--- src/rtl/ltr_pkg.sv ---
package ltr_pkg;
    typedef enum logic [1:0] {
        INV_NONE     = 2'b00,
        INV_UNLOCKED = 2'b01,
        INV_BY_VA    = 2'b10,
        INV_BY_ASID  = 2'b11
    } inv_op_e;

    typedef enum logic {
        ST_PASS    = 1'b0,
        ST_CAPTURE = 1'b1
    } mode_e;

    localparam int unsigned PRESERVE_BIT = 0;
endpackage

--- src/rtl/ltr_ctrl.sv ---
module ltr_ctrl
    import ltr_pkg::*;
#(
    parameter int unsigned ENTRIES  = 8,
    parameter int unsigned VICT_LSB = 26,
    localparam int unsigned IDX_W   = $clog2(ENTRIES)
) (
    input  logic             clk,
    input  logic             rst_n,
    input  logic             reg_wr_en,
    input  logic [31:0]      reg_wr_data,
    input  logic             fill_valid,
    output logic [IDX_W-1:0] victim,
    output logic             lock_wr,
    output logic             fill_to_main,
    output logic [31:0]      reg_rd_data
);
    mode_e            mode_q, mode_d;
    logic [IDX_W-1:0] victim_q, victim_nx;
    logic             preserve;

    // state register
    always_ff @(posedge clk) begin
        if (!rst_n) mode_q <= ST_PASS;
        else        mode_q <= mode_d;
    end

    // next state
    always_comb begin
        mode_d = mode_q;
        unique case (mode_q)
            ST_PASS:    if (reg_wr_en &&  reg_wr_data[PRESERVE_BIT]) mode_d = ST_CAPTURE;
            ST_CAPTURE: if (reg_wr_en && !reg_wr_data[PRESERVE_BIT]) mode_d = ST_PASS;
            default:    mode_d = ST_PASS;
        endcase
    end

    // outputs per state
    always_comb begin
        preserve     = 1'b0;
        lock_wr      = 1'b0;
        fill_to_main = 1'b0;
        unique case (mode_q)
            ST_PASS: begin
                fill_to_main = fill_valid;
            end
            ST_CAPTURE: begin
                preserve = 1'b1;
                lock_wr  = fill_valid;
            end
            default: begin
                fill_to_main = fill_valid;
            end
        endcase
    end

    assign victim_nx = (victim_q == IDX_W'(ENTRIES - 1)) ? '0 : victim_q + 1'b1;

    // software write has priority over the automatic advance
    always_ff @(posedge clk) begin
        if (!rst_n)         victim_q <= '0;
        else if (reg_wr_en) victim_q <= reg_wr_data[VICT_LSB +: IDX_W];
        else if (lock_wr)   victim_q <= victim_nx;
    end

    always_comb begin
        reg_rd_data                       = '0;
        reg_rd_data[PRESERVE_BIT]         = preserve;
        reg_rd_data[VICT_LSB +: IDX_W]    = victim_q;
    end

    assign victim = victim_q;
endmodule

--- src/rtl/ltr_store.sv ---
module ltr_store
    import ltr_pkg::*;
#(
    parameter int unsigned ENTRIES = 8,
    parameter int unsigned VPN_W   = 20,
    parameter int unsigned PPN_W   = 20,
    parameter int unsigned ASID_W  = 8,
    localparam int unsigned IDX_W  = $clog2(ENTRIES)
) (
    input  logic                             clk,
    input  logic                             rst_n,
    input  logic                             wr_en,
    input  logic [IDX_W-1:0]                 wr_idx,
    input  logic [VPN_W-1:0]                 wr_vpn,
    input  logic [ASID_W-1:0]                wr_asid,
    input  logic [PPN_W-1:0]                 wr_ppn,
    input  logic                             inv_valid,
    input  inv_op_e                          inv_op,
    input  logic [VPN_W-1:0]                 inv_vpn,
    input  logic [ASID_W-1:0]                inv_asid,
    output logic [ENTRIES-1:0]               vld_o,
    output logic [ENTRIES-1:0][VPN_W-1:0]    vpn_o,
    output logic [ENTRIES-1:0][ASID_W-1:0]   asid_o,
    output logic [ENTRIES-1:0][PPN_W-1:0]    ppn_o
);
    for (genvar g = 0; g < ENTRIES; g++) begin : g_ent
        logic              v_q;
        logic [VPN_W-1:0]  vpn_q;
        logic [ASID_W-1:0] asid_q;
        logic [PPN_W-1:0]  ppn_q;
        logic              sel, kill;

        assign sel = wr_en && (wr_idx == IDX_W'(g));

        // flushing unlocked entries never touches this store
        always_comb begin
            kill = 1'b0;
            if (inv_valid) begin
                unique case (inv_op)
                    INV_BY_VA:    kill = (vpn_q == inv_vpn);
                    INV_BY_ASID:  kill = (asid_q == inv_asid);
                    INV_UNLOCKED: kill = 1'b0;
                    INV_NONE:     kill = 1'b0;
                    default:      kill = 1'b0;
                endcase
            end
        end

        always_ff @(posedge clk) begin
            if (!rst_n)    v_q <= 1'b0;
            else if (sel)  v_q <= 1'b1;
            else if (kill) v_q <= 1'b0;
        end

        always_ff @(posedge clk) begin
            if (sel) begin
                vpn_q  <= wr_vpn;
                asid_q <= wr_asid;
                ppn_q  <= wr_ppn;
            end
        end

        assign vld_o[g]  = v_q;
        assign vpn_o[g]  = vpn_q;
        assign asid_o[g] = asid_q;
        assign ppn_o[g]  = ppn_q;
    end
endmodule

--- src/rtl/ltr_lookup.sv ---
module ltr_lookup #(
    parameter int unsigned ENTRIES = 8,
    parameter int unsigned VPN_W   = 20,
    parameter int unsigned PPN_W   = 20,
    parameter int unsigned ASID_W  = 8,
    localparam int unsigned IDX_W  = $clog2(ENTRIES)
) (
    input  logic [VPN_W-1:0]                 q_vpn,
    input  logic [ASID_W-1:0]                q_asid,
    input  logic [ENTRIES-1:0]               vld_i,
    input  logic [ENTRIES-1:0][VPN_W-1:0]    vpn_i,
    input  logic [ENTRIES-1:0][ASID_W-1:0]   asid_i,
    input  logic [ENTRIES-1:0][PPN_W-1:0]    ppn_i,
    output logic                             hit,
    output logic [IDX_W-1:0]                 idx,
    output logic [PPN_W-1:0]                 ppn
);
    logic [ENTRIES-1:0] match;

    for (genvar g = 0; g < ENTRIES; g++) begin : g_cmp
        assign match[g] = vld_i[g] && (vpn_i[g] == q_vpn) && (asid_i[g] == q_asid);
    end

    // scan from the top so the lowest matching index is the last written
    always_comb begin
        hit = 1'b0;
        idx = '0;
        ppn = '0;
        for (int i = ENTRIES - 1; i >= 0; i--) begin
            if (match[i]) begin
                hit = 1'b1;
                idx = IDX_W'(i);
                ppn = ppn_i[i];
            end
        end
    end
endmodule

--- src/rtl/lock_tlb_region.sv ---
module lock_tlb_region
    import ltr_pkg::*;
#(
    parameter int unsigned ENTRIES  = 8,
    parameter int unsigned VPN_W    = 20,
    parameter int unsigned PPN_W    = 20,
    parameter int unsigned ASID_W   = 8,
    parameter int unsigned VICT_LSB = 26,
    localparam int unsigned IDX_W   = $clog2(ENTRIES)
) (
    input  logic              clk,
    input  logic              rst_n,
    input  logic              reg_wr_en,
    input  logic [31:0]       reg_wr_data,
    output logic [31:0]       reg_rd_data,
    input  logic              fill_valid,
    input  logic [VPN_W-1:0]  fill_vpn,
    input  logic [ASID_W-1:0] fill_asid,
    input  logic [PPN_W-1:0]  fill_ppn,
    output logic              fill_to_main,
    input  logic              inv_valid,
    input  logic [1:0]        inv_op,
    input  logic [VPN_W-1:0]  inv_vpn,
    input  logic [ASID_W-1:0] inv_asid,
    input  logic [VPN_W-1:0]  lk_vpn,
    input  logic [ASID_W-1:0] lk_asid,
    output logic              lk_hit,
    output logic [PPN_W-1:0]  lk_ppn,
    output logic [IDX_W-1:0]  lk_idx
);
    logic [IDX_W-1:0]               victim;
    logic                           lock_wr;
    logic [ENTRIES-1:0]             ent_valid;
    logic [ENTRIES-1:0][VPN_W-1:0]  ent_vpn;
    logic [ENTRIES-1:0][ASID_W-1:0] ent_asid;
    logic [ENTRIES-1:0][PPN_W-1:0]  ent_ppn;
    inv_op_e                        inv_kind;

    assign inv_kind = inv_op_e'(inv_op);

    ltr_ctrl #(.ENTRIES(ENTRIES), .VICT_LSB(VICT_LSB)) ctrl_i (
        .clk          (clk),
        .rst_n        (rst_n),
        .reg_wr_en    (reg_wr_en),
        .reg_wr_data  (reg_wr_data),
        .fill_valid   (fill_valid),
        .victim       (victim),
        .lock_wr      (lock_wr),
        .fill_to_main (fill_to_main),
        .reg_rd_data  (reg_rd_data)
    );

    ltr_store #(.ENTRIES(ENTRIES), .VPN_W(VPN_W), .PPN_W(PPN_W), .ASID_W(ASID_W)) store_i (
        .clk       (clk),
        .rst_n     (rst_n),
        .wr_en     (lock_wr),
        .wr_idx    (victim),
        .wr_vpn    (fill_vpn),
        .wr_asid   (fill_asid),
        .wr_ppn    (fill_ppn),
        .inv_valid (inv_valid),
        .inv_op    (inv_kind),
        .inv_vpn   (inv_vpn),
        .inv_asid  (inv_asid),
        .vld_o     (ent_valid),
        .vpn_o     (ent_vpn),
        .asid_o    (ent_asid),
        .ppn_o     (ent_ppn)
    );

    ltr_lookup #(.ENTRIES(ENTRIES), .VPN_W(VPN_W), .PPN_W(PPN_W), .ASID_W(ASID_W)) lookup_i (
        .q_vpn  (lk_vpn),
        .q_asid (lk_asid),
        .vld_i  (ent_valid),
        .vpn_i  (ent_vpn),
        .asid_i (ent_asid),
        .ppn_i  (ent_ppn),
        .hit    (lk_hit),
        .idx    (lk_idx),
        .ppn    (lk_ppn)
    );
endmodule

--- config.mk ---
export PLATFORM = sky130hd
export DESIGN_NAME = lock_tlb_region
export DESIGN_NICKNAME = d
export VERILOG_FILES = /design/src/rtl/ltr_pkg.sv /design/src/rtl/ltr_ctrl.sv /design/src/rtl/ltr_store.sv /design/src/rtl/ltr_lookup.sv /design/src/rtl/lock_tlb_region.sv
export SDC_FILE = /design/constraint.sdc
export NUM_CORES = 1
export LEC_CHECK = 0
export BUFFER_PORTS_ARGS = -buffer_cell sky130_fd_sc_hd__buf_2
export CAP_MARGIN = 20
export CORE_UTILIZATION = 33
export CTS_BUF_LIST = sky130_fd_sc_hd__clkbuf_4 sky130_fd_sc_hd__clkbuf_8 sky130_fd_sc_hd__clkbuf_16
export CTS_CLUSTER_DIAMETER = 120
export DETAILED_ROUTE_END_ITERATION = 10
export PLACE_DENSITY_LB_ADDON = 0.1
export SLEW_MARGIN = 15
export SYNTH_ARGS = -nofsm -noshare
export SYNTH_HDL_FRONTEND = slang
export SYNTH_SLANG_ARGS = --single-unit
--- constraint.sdc ---
create_clock -name clk -period 2.9 [get_ports clk]
set_input_delay 0.435 -clock clk [delete_from_list [all_inputs] [get_ports clk]]
set_output_delay 0.435 -clock clk [all_outputs]
set_load 0.02 [all_outputs]
==> Yosys cells after proc, flatten, opt, wreduce, memory -nomap -nowiden <==
Index checks and enable logic that the tools add are counted.
{ "word_totals": {"register_bits": 396, "input_bits": 143, "output_inout_bits": 57, "word_cells": 182} }
{ "classes": {"add_sub_neg": 1, "eq_ne": 42, "mux": 65, "n_bitwise": 1, "reduce_logical": 39} }
{ "ops": {"columns": ["operator", "n"], "rows": [
  ["20-bit equality test", 16],
  ["20-bit two-way mux", 8],
  ["8-bit equality test", 16],
  ["1-bit two-way mux", 37],
  ["3-bit two-way mux", 11],
  ["1-bit logical AND", 26],
  ["1-bit one-hot mux with 3 select lines", 8],
  ["2-bit nonzero test", 9],
  ["3-bit equality test (second input constant)", 4],
  ["3-bit by 2-bit equality test with 1-bit output (second input constant)", 2],
  ["2-bit equality test (second input constant)", 2],
  ["3-bit by 1-bit adder with 3-bit output (second input constant)", 1],
  ["3-bit by 1-bit equality test with 1-bit output (second input constant)", 1],
  ["3-bit zero test", 1],
  ["2-bit by 1-bit equality test with 1-bit output (second input constant)", 1],
  ["2-bit zero test", 1],
  ["1-bit one-hot mux with 2 select lines", 1],
  ["2-bit OR reduction", 1],
  ["1-bit zero test", 1],
  ["1-bit NOT", 1]
]} }

==> Logic depth before layout (Yosys ltp) <==
Gate-level depths: netlist of the first run.
{ "logic_depth": {"depth_word": 11, "ltp_mapped": 9, "ltp_nobuf": 7} }

==> By module <==
Synthesis of the first run repeated with hierarchy kept, for this count alone.
{ "hier_totals": {"cells_unflattened": 1467, "area_unflattened_um2": 19645.1} }
{ "by_module_without_submodules": {"columns": ["module", "instances", "cells_each", "area_per_inst_um2", "seq_area_each_um2"], "rows": [
  ["ltr_store", 1, 780, 14745.4, 11691.2],
  ["ltr_lookup", 1, 631, 4424.2, 0.0],
  ["ltr_ctrl", 1, 56, 475.5, 80.1]
]} }

==> Worst setup path after synthesis of the first run <==
Ideal clock, no wire load.
{ "synth_path": {"path_type": "input-to-output", "from": "input lk_asid[3]", "to": "output lk_ppn[18]", "arrival_ns": 2.555, "required_ns": 2.465, "setup_slack_ns": -0.090, "path_stages": 7, "path_buffers": 1, "cell_sequence": "buf_4 > xnor2_2 > nand4_1 > or4_4 > nor4_4 > a221oi_1 > o32ai_1"} }
{ "synth_between": {"elab_chain_cells": 10, "word_cells_on_any_way": 24, "classes_between": "8 x eq/ne; 8 x mux; 8 x reduce/logical"} }
{ "synth_rtl": {"columns": ["item", "line_no", "text"], "rows": [
  ["start: declaration", "lock_tlb_region.sv:26", "input logic [ASID_W-1:0] lk_asid,"],
  ["8-bit equality test", "ltr_lookup.sv:21", "assign match[g] = vld_i[g] && (vpn_i[g] == q_vpn) && (asid_i[g] == q_asid);"],
  ["1-bit logical AND", "ltr_lookup.sv:21", null],
  ["20-bit two-way mux (7 in a row)", "ltr_lookup.sv:30", "if (match[i]) begin"],
  ["20-bit two-way mux *", "ltr_lookup.sv:30", null],
  ["end: declaration", "lock_tlb_region.sv:28", "output logic [PPN_W-1:0] lk_ppn,"]
]} }
Every way passes the cells marked *; elsewhere a longest branch is shown, timed or not.

==> Final worst setup path of the first run <==
{ "layout_path": {"from": "register store_i.g_ent[7].vpn_q[4]", "to": "output lk_ppn[17]"} }
{ "layout_between": {"elab_chain_cells": 11} }
{ "layout_rtl": {"columns": ["item", "line_no", "text"], "rows": [
  ["start: declaration", "ltr_store.sv:28", "logic [VPN_W-1:0] vpn_q;"],
  ["start signal: assignment", "ltr_store.sv:57", "vpn_q <= wr_vpn;"],
  ["20-bit equality test", "ltr_lookup.sv:21", null],
  ["1-bit logical AND (2 in a row)", "ltr_lookup.sv:21", null],
  ["20-bit two-way mux (8 in a row)", "ltr_lookup.sv:30", null]
]} }
No other way between the ends.

==> results.cfg, run 1 <==
[run_status]
status = finished, violations left
violations = setup timing

[sta]
worstMarginPinSlew_ps = 691
hold_violations = 0
max_clock_freq_mhz = 271
skew_ps = 20.5
slew_viol_final = 0
rsz0062_at_grt = true
fin_tns_setup_ps = -18080
fin_crit_sh = 1.27
setup_viol = 24
worst_slack_ps = -790
slew_headroom = 0.535
layout_min_cycle_time_ps = 3690

[pwr]
vdd_drop_max_uv = 342
power.total_w = 0.0130
leakage_nw = 9.17
p_per_area_nw_per_um2 = 523

[synth]
netlist.area_leader.share = 0.590
ys_top_cells_by_count = edfxtp_1, xnor2_1, xor2_1
synthSimpleGateAreaFrac = 0.0841
yosysTopAreaCell = edfxtp_1
muxShareOfSynthArea = 0.0195
async_flop_share = 0
synth_area_leaders = edfxtp_1, xnor2_1, xor2_1
synth_seq_cells = 396
synth-xor-area-share = 0.200
synth_most_common_cell = edfxtp_1
synth_top_family_by_area = XOR/XNOR gates
yosys_warnings = 0
synth_edf_count = 384
synth_compound_area_frac = 0.0458
syn_inst = 1450
syn_area_per_cell_sq_um = 13.5
synth_ff_type = edfxtp_1
ys_seq_area_frac = 0.602
yosysUniqueCellTypes = 54
synth_fa_ha_area_frac = 0.00384
synth_area_sq_um = 19500

[placed_design]
place.gp.congestion = 0.960
dp_hpwl_mm = 53.9
dp_slack_ps = -666
io_buffer_count = 143

[cts]
clockRootBuffer = clkbuf_16
postCtsHoldBufs = 0
cts.reportedPaths.clkPinSlew_ps = 60
ctsHtreeMaxLevel = 2
cts.sink_count = 396
cts_tree = yes
clk_path_buf_depth = 3
insertion_delay_ps = 590
numCtsBuffers = 47

[route]
routed_via_density = 4.98
dr.pass1.iters = 5
drc = 0
drt-total-wl_mm = 71.7
vias = 13200
final_antenna_net_count = 0
wl_per_cell_microns = 27.1
drtIter0Drc = 1177

[cells_and_area]
area_growth_pct = 27.1
fin_util = 0.427
fillers = 5457
fin_nets = 1992
drive_gt1_frac = 0.303

[min_path]
hold_path_depth = 3
min_path_type = in2reg
hp-start = reg_wr_data[28]
worst_hold_path.endpoint = ctrl_i.victim[2]$_SDFFE_PN0P_

[floorplan]
die_x_microns = 245
die_area_sq_um = 60200
io_pins = 200
fp.dieH_microns = 245
core_sq_um = 58100
initial_core_util = 0.336
row_count = 88

[critical_path]
slowest_stage = edfxtp_1
rr_worst_depth = 8
path_common_cell = buf_4
crit_chain = xnor2_1 > buf_4 > nand4_1 > nor4_2 > buf_4 > o2111ai_1 > a311oi_1 > buf_4 > o21bai_1 > a21oi_1 > buf_2
worstPathMaxFanout = 5
cp-end-kind = output pin
critical_path_class = reg2out
cpPeakStageDelay_ps = 410
crit_required_ps = 2470
rr_endpoint = store_i.g_ent[3].v_q$_SDFFE_PN0P_
start_kind = flop
r2r_setup_slack_ps = 340
r2r-start = store_i.g_ent[3].vpn_q[8]$_DFFE_PP_
critPathArrivalTime_ps = 3250

[global_routing]
grt_usage = 0.240
first_global_vias = 13200
grt_pass1_wl_mm = 100
grt_max_degree = 50
antenna_found_initial = 3
grt_overflow_total = 0

[run]
drv_cap = 0
## worst max-delay path, delay by kind of cell, from the launching register on
| kind | cells | cell delay [ps] |
|---|---|---|
| buffers and inverters | 4 | 770 |
| AOI/OAI and AO/OA | 4 | 670 |
| DFF | 1 | 410 |
| xor gates and xnor gates | 1 | 300 |
| and+or+nand+nor | 2 | 520 |
## state kept, by name (all words and copies together) (netlist names), named ones only
register / flops
store_i.g_ent.asid_q: 64
store_i.g_ent.v_q: 8
store_i.g_ent.ppn_q: 160
store_i.g_ent.vpn_q: 160
ctrl_i.victim: 3
## through the flow
| stage | hold WS [ps] | cells | area (sq um) |
|---|---|---|---|
| after floorplan | 478 | 1477 | 19700 |
| after global placement | 497 | 2558 | 23200 |
| after detailed placement | 498 | 2558 | 23200 |
| after CTS | 85.8 | 2642 | 24800 |
| after global routing | 113 | 2644 | 24800 |
| final | 116 | 2644 | 24800 |
## worst max-delay path by stage
| stage | startpoint | end | slack (ps) | cells past startpoint |
|---|---|---|---|---|
| 3_3_place_gp | lk_vpn[0] | lk_ppn[18] | -660 | 12 |
| 5_1_grt | store_i.g_ent[4].asid_q[5]$_DFFE_PP_ | lk_ppn[17] | -960 | 11 |
| 6_report | store_i.g_ent[7].vpn_q[4]$_DFFE_PP_ | lk_ppn[17] | -790 | 11 |
| 2_1_floorplan | lk_asid[5] | lk_ppn[10] | -5 | 9 |
| 4_1_cts | store_i.g_ent[6].vpn_q[2]$_DFFE_PP_ | lk_ppn[17] | -810 | 12 |
| 3_5_place_dp | lk_vpn[0] | lk_ppn[14] | -670 | 12 |
## what timing repair did
item                       4_1_cts  5_1_grt
gates resized for setup         50        3
setup buffers                    0        1
pin swaps                        8        1
gates cloned                     0        0
setup endpoints to repair       24       24
hold endpoints to repair         0        0
## power by group
group	internal, W	total, W	switching (W)
Sequential	0.00631	0.00633	0.0000218
Combinational	0.000402	0.00110	0.000703
Clock	0.00319	0.00555	0.00236
## layer usage
metal,up-vias,track usage,wire (microns)
met5,-,0,12
met2,415,0.371,32400
li1,6036,-,-
met4,2,0.0714,1940
met1,6631,0.333,32600
met3,89,0.0570,4790
## area by class of cell
cell class,instances,area [sq um],share of cell area
Inverter,46,173,0.00695
Clock inverter,22,98.8,0.00398
Clock buffer,62,1320,0.0533
Sequential cell,396,11800,0.474
Multi-Input combinational cell,916,7220,0.291
Antenna cell,1,2.50,0.000101
Timing Repair Buffer,436,3280,0.132
Tap cell,765,957,0.0385
## logic make-up (layout without fill, tap and decap cells)
family | after synthesis | in the layout
xor gates and xnor gates | 445 | 445
DFF | 396 | 396
and+or+nand+nor | 284 | 284
buffers and inverters | 165 | 566
AOI/OAI and AO/OA | 115 | 115
muxes | 38 | 38
adders and majority gates | 6 | 6
other | 1 | 29
## placed cells by master, fill, tap and decap left out, drive strengths merged, types with 4 or more instances in the layout
cell type / n
a21oi: 13
a31oi: 19
and2: 5
and3: 8
buf: 436
clkbuf: 62
clkinv: 21
conb: 28
dfxtp: 12
edfxtp: 384
ha: 6
inv: 46
mux2i: 38
nand2: 33
nand2b: 4
nand3: 48
nand4: 62
nor2: 23
nor2b: 11
nor3: 12
nor4: 69
o2111ai: 20
o21ai: 13
o221ai: 18
o31ai: 18
xnor2: 234
xor2: 211
Note: power is estimated with default switching activity, not from simulation.
==> inputs of run 2 (changes only) <==
- GPL_TIMING_DRIVEN: unset -> 0
- REMOVE_ABC_BUFFERS: unset -> 1
==> results.cfg, run 2 (same netlist as run 1, synthesis figures left out) <==
[placed_design]
place.gp.congestion = 0.935
dp_cells = 2297
io_buffer_count = 143
dp_slack_ps = -2520
dp_hpwl_mm = 49.2

[route]
final_antenna_net_count = 0
drt-total-wl_mm = 69.3
vias = 12400
wl_per_cell_microns = 28.8
dr.pass1.iters = 5
drc = 0
routed_via_density = 5.14
drtIter0Drc = 1104

[run]
drv_cap = 0

[sta]
layout_min_cycle_time_ps = 3990
worst_slack_ps = -1090
slew_headroom = 0.447
setup_viol = 24
slew_viol_final = 0
rsz0062_at_grt = true
skew_ps = 21.4
hold_violations = 0
fin_crit_sh = 1.37
fin_tns_setup_ps = -24190
worstMarginPinSlew_ps = 822
max_clock_freq_mhz = 251

[global_routing]
antenna_found_initial = 4
grt_overflow_total = 0
grt_usage = 0.230
grt_max_degree = 43
first_global_vias = 12600
grt_pass1_wl_mm = 96.1

[pwr]
p_per_area_nw_per_um2 = 558
leakage_nw = 8.23
vdd_drop_max_uv = 453

[cts]
cts.sink_count = 396
cts_tree = yes
postCtsHoldBufs = 0
ctsHtreeMaxLevel = 2
clk_path_buf_depth = 3
numCtsBuffers = 47
insertion_delay_ps = 590
cts.reportedPaths.clkPinSlew_ps = 60
clockRootBuffer = clkbuf_16

[cells_and_area]
final_cell_mix = edfxtp_1, xnor2_1, xor2_1, buf_2, nand4_1
fillers = 5483
largestRegisters = store_i.g_ent.ppn_q: 160 flops, store_i.g_ent.vpn_q: 160 flops, store_i.g_ent.asid_q: 64 flops
drive_gt1_frac = 0.214
instances_no_fill = 2409
layout_commonest_cell = edfxtp_1
fin_util = 0.403
fin_nets = 1755
area_growth_pct = 19.9
diodes = 0

[critical_path]
critPathArrivalTime_ps = 3550
cp-end-kind = output pin
rr_worst_depth = 7
crit_required_ps = 2470
critical_path_class = reg2out
r2r_setup_slack_ps = 240
worstPathMaxFanout = 6
start_kind = flop
rr_endpoint = store_i.g_ent[0].v_q$_SDFFE_PN0P_
r2r-start = store_i.g_ent[0].vpn_q[0]$_DFFE_PP_

[min_path]
min_path_type = in2reg
hp-start = reg_wr_data[0]
hold_path_depth = 3

[floorplan]
die_x_microns = 245
initial_core_util = 0.336
core_sq_um = 58100
fp.dieH_microns = 245
io_pins = 200
row_count = 88
die_area_sq_um = 60200

[run_status]
status = finished, violations left
violations = setup timing
==> run 2: report_power, final <==
| group | internal [W] | switching, W | leakage, nW |
|---|---|---|---|
| clock | 0.00331 | 0.00248 | 0.768 |
| combinational | 0.000276 | 0.000658 | 3.91 |
| sequential | 0.00631 | 0.0000227 | 3.55 |
==> run 2: timing repair <==
action / in CTS / in global routing
pin swaps: 16 / 11
buffers inserted: 21 / 5
endpoints found under the setup margin: 24 / 24
gates resized for setup: 73 / 38
gates cloned: 2 / 0
endpoints found under the hold margin: 0 / 0
==> run 2: stage by stage <==
| stage | total power, W | hold slack, ps | instance area [sq um] |
|---|---|---|---|
| 2_1_floorplan | 0.00681 | 478 | 18900 |
| 3_3_place_gp | 0.00736 | 490 | 20600 |
| 3_5_place_dp | 0.00737 | 498 | 21100 |
| 4_1_cts | 0.0132 | 80.4 | 23200 |
| 5_1_grt | 0.0134 | 103 | 23400 |
| 6_report | 0.0131 | 118 | 23400 |
==> run 2: layer usage <==
layer  track usage  routed length, microns  up-vias
met5             0                      52        -
met3        0.0375                    4400       93
met2         0.365                   31900      402
met4        0.0667                    2110        8
li1              -                       -     5557
met1         0.321                   30900     6331
==> run 2: critical path, stage by stage, from the launching register on <==
cell	delay (ps)
edfxtp_1	470
xnor2_4	370
nand4_1	380
or4_4	550
nor4_4	150
buf_6	190
buf_12	140
inv_6	40
nand3b_4	120
buf_12	130
buf_12	120
o221ai_4	110
buf_6	160
==> run 2: worst max-delay path by stage <==
stage	from	endpoint	cells past startpoint
3_3_place_gp	lk_asid[2]	lk_ppn[16]	9
2_1_floorplan	lk_vpn[2]	lk_ppn[18]	7
6_report	store_i.g_ent[4].asid_q[5]$_DFFE_PP_	lk_ppn[4]	12
3_5_place_dp	lk_vpn[9]	lk_ppn[16]	9
5_1_grt	store_i.g_ent[4].asid_q[5]$_DFFE_PP_	lk_ppn[4]	12
4_1_cts	store_i.g_ent[4].asid_q[5]$_DFFE_PP_	lk_ppn[17]	11
==> run 2: cell type report <==
| class | count | area [sq um] | area share |
|---|---|---|---|
| flip-flops and latches | 396 | 11800 | 0.503 |
| multi-input cells | 917 | 7510 | 0.321 |
| repair buffers | 198 | 1490 | 0.0637 |
| clock buffers | 66 | 1370 | 0.0584 |
| well taps | 765 | 957 | 0.0409 |
| inverters | 46 | 178 | 0.00759 |
| clock inverters | 21 | 139 | 0.00593 |
==> inputs of run 3 (changes only) <==
- SETUP_SLACK_MARGIN: unset -> 0.2
- SYNTH_HIERARCHICAL: unset -> 1
==> results.cfg, run 3 <==
[synth]
synth_most_common_cell = edfxtp_1
synth_seq_cells = 396
syn_area_per_cell_sq_um = 13.4
yosysUniqueCellTypes = 50
synth_edf_count = 384
synth_area_leaders = edfxtp_1, xnor2_1, xor2_1
netlist.area_leader.share = 0.587
ys_top_cells_by_count = edfxtp_1, xnor2_1, xor2_1
synth_area_sq_um = 19600
yosysTopAreaCell = edfxtp_1
syn_inst = 1467
synth_ff_type = edfxtp_1
yosys_warnings = 6
async_flop_share = 0
ys_seq_area_frac = 0.599

[cells_and_area]
layout_commonest_cell = edfxtp_1
fin_nets = 1806
largestRegisters = store_i/g_ent.ppn_q: 160 flops, store_i/g_ent.vpn_q: 160 flops, store_i/g_ent.asid_q: 64 flops
instances_no_fill = 2474
area_growth_pct = 20.5
drive_gt1_frac = 0.248
final_cell_mix = edfxtp_1, xor2_1, xnor2_1, buf_2, nand4_1

[sta]
max_clock_freq_mhz = 235
layout_min_cycle_time_ps = 4250
slew_viol_final = 0
worst_slack_ps = -1350
rsz0062_at_grt = true
hold_violations = 0
fin_crit_sh = 1.46
fin_tns_setup_ps = -29510
setup_viol = 24
worstMarginPinSlew_ps = 893
slew_headroom = 0.398
holdWs_ps = 115
skew_ps = 24.6

[pwr]
vdd_drop_max_uv = 430
leakage_nw = 7.99
p_per_area_nw_per_um2 = 555
power.total_w = 0.0131

[placed_design]
dp_hpwl_mm = 52.8
io_buffer_count = 143
dp_slack_ps = -1930
dp_cells = 2349
place.gp.congestion = 0.919

[run_status]
status = finished, violations left
violations = setup timing

[global_routing]
first_global_vias = 12300
grt_overflow_total = 0
grt_pass1_wl_mm = 97.7
antenna_found_initial = 3
grt_usage = 0.234
grt_max_degree = 22

[floorplan]
die_x_microns = 246
core_sq_um = 58900
die_area_sq_um = 60500
initial_core_util = 0.333
fp.dieH_microns = 246
row_count = 89
io_pins = 200

[route]
dr.pass1.iters = 5
drt-total-wl_mm = 71.3
wl_per_cell_microns = 28.8
routed_via_density = 5.13
drc = 0
final_antenna_net_count = 0
vias = 12700
drtIter0Drc = 1290

[min_path]
min_path_type = in2reg
hp-start = reg_wr_data[0]
hold_path_depth = 3

[critical_path]
cp-end-kind = output pin
critPathArrivalTime_ps = 3810
r2r_setup_slack_ps = 400
cp-startpoint = store_i/g_ent[1].asid_q[2]$_DFFE_PP_
rr_endpoint = store_i/g_ent[1].ppn_q[15]$_DFFE_PP_
crit_required_ps = 2470
start_kind = flop
critical_path_class = reg2out
worstPathMaxFanout = 5
rr_worst_depth = 7

[cts]
insertion_delay_ps = 590
cts.sink_count = 396
clk_path_buf_depth = 3
clockRootBuffer = clkbuf_16
numCtsBuffers = 47
cts.reportedPaths.clkPinSlew_ps = 60
ctsHtreeMaxLevel = 2
cts_tree = yes

[run]
drv_cap = 0
## run 3: what timing repair did
action / in CTS / in global routing
hold buffers: 0 / 0
resized for setup: 45 / 57
pin swaps: 12 / 20
setup endpoints to repair: 24 / 24
buffers inserted: 15 / 18
gates cloned: 2 / 1
## run 3: stage by stage
stage,instance area (sq um),util
after global routing,23700,0.402
after floorplan,18900,-
final,23700,0.402
after detailed placement,21400,0.363
after CTS,23300,0.395
after global placement,20600,0.349
## run 3: worst max-delay path, cell delays in order, from the launching register on
cell and delay [ps]:
edfxtp_1 480, xnor2_4 290, nand4_1 260, or4_4 610, nor4_4 200, buf_6 180, buf_12 120, nor3b_4 40
buf_6 120, nor3b_4 150, buf_6 140, buf_12 140, a311o_1 330, buf_6 140
## run 3: final cells by class
type / instances / area, sq um
Antenna cell: 1 / 2.50
Clock buffer: 62 / 1320
Clock inverter: 26 / 185
Fill cell: 5580 / 35200
Inverter: 8 / 30.0
Multi-Input combinational cell: 962 / 7460
Sequential cell: 396 / 11800
Tap cell: 773 / 967
Timing Repair Buffer: 246 / 1940
## run 3: logic make-up (layout without fill, tap and decap cells)
kind of cell | after synthesis | after routing | synth area share
simple gates | 334 | 335 | 0.104
flops | 396 | 396 | 0.599
buf+inv | 137 | 342 | 0.0451
xor+xnor | 444 | 444 | 0.198
fa+ha+maj | 2 | 2 | 0.00127
compound gates | 150 | 150 | 0.0504
other cells | 1 | 29 | 0.000191
mux | 3 | 3 | 0.00153
## run 3: worst max-delay path by stage
stage	slack, ps	endpoint
finish	-1350	lk_ppn[17]
global route	-1390	lk_ppn[17]
CTS	-1500	lk_ppn[5]
detailed placement	-1930	lk_ppn[17]
global placement	-7330	store_i/g_ent[5].v_q$_SDFFE_PN0P_
floorplan	-2170	store_i/g_ent[6].v_q$_SDFFE_PN0P_
## run 3: metal layers
layer  vias to the layer above  wire length, microns  global-route usage
met2                       499                 32800               0.373
met3                        73                  5390              0.0414
met1                      6466                 31700               0.333
met5                         -                    26                   0
li1                       5646                     -                   -
met4                         6                  1420              0.0457
## run 3: where the power goes
part	leakage, nW	switching, W	internal [W]
combinational	3.67	0.000675	0.000293
sequential	3.55	0.0000327	0.00632
clock	0.761	0.00243	0.00338
